--- src/rtl/fdsp_pkg.sv ---
package fdsp_pkg;
  typedef enum logic [3:0] {
    OP_FMAC   = 4'h0,
    OP_FMSU   = 4'h1,
    OP_FMACW  = 4'h2,
    OP_FMSUW  = 4'h3,
    OP_IMAC   = 4'h4,
    OP_IMACW  = 4'h5,
    OP_SUM3   = 4'h6,
    OP_ACCUM  = 4'h7,
    OP_MASKX  = 4'h8,
    OP_SELNOT = 4'h9,
    OP_SELGE  = 4'hA,
    OP_SELLT  = 4'hB,
    OP_PASSC  = 4'hC,
    OP_PASSD  = 4'hD,
    OP_LERP   = 4'hE,
    OP_PASSF  = 4'hF
  } fdsp_op_e;

  localparam int CC_W     = 9;
  localparam int FLG_NORM = 0;
  localparam int FLG_BRW  = 1;
  localparam int FLG_NEG  = 2;
  localparam int FLG_ZERO = 3;
  localparam int FLG_SAT  = 4;
  localparam int FLG_NZ   = 8;
endpackage

--- src/rtl/fdsp_mul.sv ---
// Shared signed multiplier; second operand chosen per opcode.
module fdsp_mul
  import fdsp_pkg::*;
#(
  parameter int W = 32,
  localparam int PW = 2*W+1
) (
  input  fdsp_op_e               op,
  input  logic signed [W-1:0]    a,
  input  logic signed [W-1:0]    x,
  input  logic signed [W-1:0]    y,
  output logic signed [PW-1:0]   prod,
  output logic signed [PW-1:0]   frac
);
  logic signed [W:0]    y1, a1, mb;
  logic signed [PW-1:0] xw, bw;

  assign y1 = {y[W-1], y};
  assign a1 = {a[W-1], a};

  always_comb begin
    case (op)
      OP_FMSU, OP_FMSUW: mb = -y1;
      OP_LERP:           mb = y1 - a1;
      default:           mb = y1;
    endcase
  end

  assign xw   = {{(W+1){x[W-1]}}, x};
  assign bw   = {{W{mb[W]}}, mb};
  assign prod = xw * bw;
  assign frac = prod >>> (W-1);
endmodule

--- src/rtl/fdsp_core.sv ---
// Wide sums, clamp/wrap selection and the logic/select opcodes.
module fdsp_core
  import fdsp_pkg::*;
#(
  parameter int W = 32,
  localparam int PW = 2*W+1
) (
  input  fdsp_op_e               op,
  input  logic signed [W-1:0]    a,
  input  logic signed [W-1:0]    x,
  input  logic signed [W-1:0]    y,
  input  logic signed [PW-1:0]   prod,
  input  logic signed [PW-1:0]   frac,
  output logic [W-1:0]           r,
  output logic                   sat,
  output logic                   brw
);
  localparam int SW = 2*W+2;
  localparam logic signed [SW-1:0] SMAX = {{(SW-W+1){1'b0}}, {(W-1){1'b1}}};
  localparam logic signed [SW-1:0] SMIN = ~SMAX;
  localparam logic [W-1:0] RMAX = {1'b0, {(W-1){1'b1}}};
  localparam logic [W-1:0] RMIN = {1'b1, {(W-1){1'b0}}};

  logic signed [SW-1:0] ae, xe, ye, fe, pe;
  logic signed [SW-1:0] s_frac, s_int, s_sum3, s_sel;
  logic over, under, clip, ge;
  logic [W-1:0] sat_val;

  assign ae = {{(SW-W){a[W-1]}}, a};
  assign xe = {{(SW-W){x[W-1]}}, x};
  assign ye = {{(SW-W){y[W-1]}}, y};
  assign fe = {frac[PW-1], frac};
  assign pe = {prod[PW-1], prod};

  assign s_frac = ae + fe;
  assign s_int  = ae + pe;
  assign s_sum3 = ae + xe + ye;

  always_comb begin
    case (op)
      OP_IMAC, OP_IMACW: s_sel = s_int;
      OP_SUM3:           s_sel = s_sum3;
      default:           s_sel = s_frac;
    endcase
  end

  assign over    = s_sel > SMAX;
  assign under   = s_sel < SMIN;
  assign clip    = over | under;
  assign sat_val = over ? RMAX : RMIN;
  assign ge      = a >= y;

  always_comb begin
    r   = a;
    sat = 1'b0;
    brw = 1'b0;
    case (op)
      OP_FMAC, OP_FMSU, OP_IMAC, OP_SUM3, OP_LERP: begin
        r   = clip ? sat_val : s_sel[W-1:0];
        sat = clip;
      end
      OP_FMACW, OP_FMSUW: r = s_sel[W-1:0];
      OP_IMACW:           r = {s_sel[W-2], s_sel[W-2:0]};
      OP_MASKX:           r = (a & x) ^ y;
      OP_SELNOT: begin
        r   = ge ? x : ~x;
        brw = ~ge;
      end
      OP_SELGE: begin
        r   = ge ? x : y;
        brw = ~ge;
      end
      OP_SELLT: begin
        r   = ge ? y : x;
        brw = ~ge;
      end
      default: r = a;
    endcase
  end
endmodule

--- src/rtl/fdsp_flags.sv ---
// Condition word built from the next result.
module fdsp_flags
  import fdsp_pkg::*;
#(
  parameter int W = 32
) (
  input  logic [W-1:0]     r,
  input  logic             sat,
  input  logic             brw,
  output logic [CC_W-1:0]  cc
);
  always_comb begin
    cc           = '0;
    cc[FLG_NORM] = r[W-1] ^ r[W-2];
    cc[FLG_BRW]  = brw;
    cc[FLG_NEG]  = r[W-1];
    cc[FLG_ZERO] = (r == '0);
    cc[FLG_SAT]  = sat;
    cc[FLG_NZ]   = (r != '0);
  end
endmodule

--- src/rtl/fdsp_acc.sv ---
// Hidden wide accumulator, fed with the shifted fractional product.
module fdsp_acc #(
  parameter int ACC_W = 64,
  parameter int FW    = 34
) (
  input  logic                   clk,
  input  logic                   rst,
  input  logic                   en,
  input  logic signed [FW-1:0]   add,
  output logic [ACC_W-1:0]       acc
);
  logic [ACC_W-1:0] add_ext;

  generate
    if (ACC_W > FW) begin : g_ext
      assign add_ext = {{(ACC_W-FW){add[FW-1]}}, add};
    end else begin : g_trunc
      assign add_ext = add[ACC_W-1:0];
    end
  endgenerate

  always_ff @(posedge clk) begin
    if (rst)     acc <= '0;
    else if (en) acc <= acc + add_ext;
  end
endmodule

--- src/rtl/fdsp_alu.sv ---
module fdsp_alu
  import fdsp_pkg::*;
#(
  parameter int W     = 32,
  parameter int ACC_W = 64
) (
  input  logic             clk,
  input  logic             rst,
  input  logic             valid_i,
  input  logic [3:0]       op_i,
  input  logic [W-1:0]     a_i,
  input  logic [W-1:0]     x_i,
  input  logic [W-1:0]     y_i,
  output logic [W-1:0]     r_o,
  output logic [CC_W-1:0]  cc_o,
  output logic             vld_o,
  output logic [ACC_W-1:0] acc_o
);
  localparam int PW = 2*W+1;
  localparam int FW = W+2;

  fdsp_op_e           op;
  logic signed [PW-1:0] prod, frac;
  logic [W-1:0]       r_n;
  logic               sat_n, brw_n;
  logic [CC_W-1:0]    cc_n;

  assign op = fdsp_op_e'(op_i);

  fdsp_mul #(.W(W)) u_mul (
    .op(op), .a(a_i), .x(x_i), .y(y_i), .prod(prod), .frac(frac)
  );

  fdsp_core #(.W(W)) u_core (
    .op(op), .a(a_i), .x(x_i), .y(y_i), .prod(prod), .frac(frac),
    .r(r_n), .sat(sat_n), .brw(brw_n)
  );

  fdsp_flags #(.W(W)) u_flags (
    .r(r_n), .sat(sat_n), .brw(brw_n), .cc(cc_n)
  );

  fdsp_acc #(.ACC_W(ACC_W), .FW(FW)) u_acc (
    .clk(clk), .rst(rst), .en(valid_i && (op == OP_ACCUM)),
    .add(frac[FW-1:0]), .acc(acc_o)
  );

  always_ff @(posedge clk) begin
    if (rst) begin
      r_o   <= '0;
      cc_o  <= '0;
      vld_o <= 1'b0;
    end else begin
      vld_o <= valid_i;
      if (valid_i) begin
        r_o  <= r_n;
        cc_o <= cc_n;
      end
    end
  end
endmodule

--- config.mk ---
export PLATFORM = sky130hd
export DESIGN_NAME = fdsp_alu
export DESIGN_NICKNAME = d
export VERILOG_FILES = /design/src/rtl/fdsp_pkg.sv /design/src/rtl/fdsp_mul.sv /design/src/rtl/fdsp_core.sv /design/src/rtl/fdsp_flags.sv /design/src/rtl/fdsp_acc.sv /design/src/rtl/fdsp_alu.sv
export SDC_FILE = /design/constraint.sdc
export NUM_CORES = 2
export LEC_CHECK = 0
export BUFFER_PORTS_ARGS = -buffer_cell sky130_fd_sc_hd__buf_2
export CAP_MARGIN = 20
export CORE_UTILIZATION = 40
export DETAILED_ROUTE_END_ITERATION = 6
export GPL_TIMING_DRIVEN = 0
export SKIP_LAST_GASP = 1
export SLEW_MARGIN = 0
export SYNTH_ARGS = -nofsm -noshare
export SYNTH_HDL_FRONTEND = slang
export SYNTH_HIERARCHICAL = 1
export SYNTH_SLANG_ARGS = --single-unit
--- constraint.sdc ---
create_clock -name clk -period 31 [get_ports clk]
set_clock_uncertainty 0.15 [all_clocks]
set_input_delay 4.65 -clock clk [delete_from_list [all_inputs] [get_ports clk]]
set_output_delay 4.65 -clock clk [all_outputs]
set_load 0.05 [all_outputs]
==> impl_results.md <==
- Core Area: 0.150 sq mm
- Crit-path max cell delay: 980 ps
- Slew margin rel.: 0.119
- RSZ-0062 raised after global routing: no
- Register area share after synthesis: 0.0349
- Area of the mapped netlist: 0.0608 sq mm
- Xor/xnor share of the synthesized area: 0.0370
- Detailed Place HPWL: 228000 um
- Clock Latency Late Sink: 400 ps
- Clock root cell: clkbuf_16
- Total die area: roughly 0.15 sq mm
- Max Slew Vio Count: 0
- Post-synthesis mux area share: 0.0281
- Hold-fix buffers at CTS: 0
- FF+latch area: 0.00212 sq mm
- Req. time, crit path: 31130 ps
- Drt total wl: 269000 um
- CP Capture Type: flip-flop
- Setup crit start: a_i[2]
- Clk sinks: 106
- Share of cells above drive strength 1: 0.0761
- Setup CP Type: in2reg
- I/O pins: 209
- # nets final: just over 9000
- TritonCTS clock tree: yes
- Tmin final: roughly 24000 ps
- Hold path depth: 2
- Number of max-cap violations: 0
- CTS clk-pin slew, worst paths: 90 ps
- Final worst slack: 7100 ps
- Fill count: 15419
- Die X: 392 um
- Worst slew pin tran: 1320 ps
- Setup tns final: 0 ps
- R2R cell count: 12
- Row cnt: 142
- WP depth: 59
- Yosys cell types: between 100 and 150
- WL/cell: 28.0 um
- Routed via count: 55504
- Post-synthesis compound-gate area fraction: 0.142
- Gates resized, CTS repair: 0
- Main combinational cell family by area after synthesis: adder cells
- Fin. Hold Viols: 0
- HP Start: r_o[3]
- Deepest clock path buffer count: 2
- Largest net degree at the start of global routing: 66
- Critical path buffer and inverter count: 11
- First-pass GRT wire length: 389000 um
- Ys flop type: dfxtp_1
- R2r startpoint: u_acc/acc[0]
- H-tree depth: 3
- Design Area, Final: between 0.06 and 0.07 sq mm
- Syn Area/Cell: ~8.3 sq um
- Synth Warn #: 6
- GPL Wtd Cong: roughly 1.1
- Die height: 392 um
- Min Hold Slack: 350 ps
- Vias per Instance: 5.78
- Total GRT Usage: 0.351
- Register bit count reported by yosys: 106
- Setup WS pre-CTS: roughly 7100 ps
- Initial antenna violation count: 24
- Run status: finished clean
- Worst path arrival time: approximately 24000 ps
- Most frequent cells in the layout: 1218 x inv_1, 1147 x fa_1, 824 x nand2_1, 485 x and2_1, 413 x ha_1
- Post-CTS setup buffers: 0
- Detail Route Antenna Nets: 0
- Vias in the first global route: 55706
- Async set-reset flop share out of synthesis: 0
- Grt total ovfl: 0
- Fmax: roughly 0.042 GHz
- Area growth, synth to finish: 6.86%
- Crit share post-route: 0.771
- CP top delay family: compound AO/OA/AOI/OAI gates
- Slowest CP cell: o31ai_2
- Area after DPL: 0.0646 sq mm
- Post-Synth Adder-Cell Area: 0.463
- Starting density of the core: 0.405
- CP max FO: 65
- Port buffer count: roughly 210
- Post-route DRC: 0
- Iteration-0 DRC Markers: between 5000 and 6000
- Post-Syn Instances: 7328
- Worst Setup Start Kind: primary input
- Post-synth EDFFs: 0
- Count of final setup violators: 0
- Worst min path class: reg2reg
- Area of the multi-input gates: 0.0520 sq mm
- Synth Area in Simple Gates: 0.184
- Pre-Repair DR Iteration Count: 6
- Num CTS Buffers: 9
- Commonest non-fill, non-tap cell in the layout: inv_1
[Yosys cell counts (13+ instances only)]
| cell | count | area share |
|---|---|---|
| a211o_1 | 15 | 0.0022 |
| a211oi_1 | 43 | 0.0053 |
| a21boi_0 | 15 | 0.0019 |
| a21o_1 | 119 | 0.015 |
| a21oi_1 | 400 | 0.033 |
| a221o_1 | 32 | 0.0053 |
| a221oi_1 | 31 | 0.0045 |
| a31oi_1 | 23 | 0.0024 |
| and2_1 | 485 | 0.050 |
| and3_1 | 29 | 0.0030 |
| and4_1 | 13 | 0.0019 |
| buf_1 | 18 | 0.0011 |
| buf_2 | 45 | 0.0037 |
| buf_4 | 81 | 0.010 |
| clkbuf_1 | 297 | 0.018 |
| dfxtp_1 | 106 | 0.035 |
| fa_1 | 1148 | 0.38 |
| ha_1 | 413 | 0.085 |
| inv_1 | 1218 | 0.075 |
| mux2_2 | 69 | 0.013 |
| mux2i_1 | 93 | 0.015 |
| nand2_1 | 824 | 0.051 |
| nand2b_1 | 58 | 0.0060 |
| nand3_1 | 74 | 0.0061 |
| nand3b_1 | 14 | 0.0017 |
| nand4_1 | 90 | 0.0093 |
| nor2_1 | 411 | 0.025 |
| nor2b_1 | 68 | 0.0070 |
| nor3_1 | 64 | 0.0053 |
| nor4_1 | 21 | 0.0022 |
| o211ai_1 | 44 | 0.0054 |
| o21a_1 | 49 | 0.0060 |
| o21ai_0 | 252 | 0.021 |
| o21ai_1 | 18 | 0.0015 |
| o21bai_1 | 37 | 0.0046 |
| o221ai_1 | 18 | 0.0026 |
| o22ai_1 | 38 | 0.0039 |
| o31ai_1 | 19 | 0.0023 |
| or2_2 | 24 | 0.0025 |
| or3_1 | 23 | 0.0024 |
| xnor2_1 | 179 | 0.026 |
| xor2_1 | 78 | 0.011 |
[worst min-delay path: cells and delay by family (launching register included)]
family | cells | cell delay, ps
flip-flops | 1 | 330
AND/OR/NAND/NOR | 1 | 70
multiplexers | 1 | 60
[cells by family (layout without fill, tap and decap cells)]
| family | Yosys count | in the layout |
|---|---|---|
| simple gates | 2264 | 2264 |
| fa+ha+maj | 1561 | 1561 |
| other cells | 1 | 19 |
| flops | 106 | 106 |
| mux | 162 | 162 |
| xor+xnor | 257 | 257 |
| compound gates | 1304 | 1304 |
| buf+inv | 1673 | 1916 |
[flip-flops by register name (all words and copies together) (netlist names)]
name       count
r_o           32
cc_o           9
u_acc/acc     64
vld_o          1
[through the flow]
stage / cells / util
after floorplan: 7330 / -
after global placement: 9553 / 0.428
after detailed placement: 9571 / 0.430
after CTS: 9587 / 0.432
after global routing: 9591 / 0.432
final: 9605 / 0.432
[layout make-up]
cell class              count  area share
multi-input cells        5551       0.800
flip-flops and latches    106      0.0327
well taps                2016      0.0388
plain buffers             454      0.0335
clock buffers               9     0.00347
diodes                     16    0.000616
inverters                1219      0.0704
clock inverters             7     0.00123
repair buffers            227      0.0195
[layer usage]
layer	wire length, um	global-route usage
met5	85	0
met4	16900	0.186
met2	121000	0.554
met3	25300	0.0761
met1	106000	0.450
[final timing paths]
| kind | to | slack [ps] |
|---|---|---|
| worst min-delay path | r_o[3] | 350 |
| worst max register to register | u_acc/acc[62] | 26970 |
| worst min register to register | r_o[3] | 350 |
| worst max-delay path | cc_o[8] | 7100 |
Power is left out: the tool's default activity adds up to more than one toggle a clock period on the data nets, which glitch-free logic cannot reach.
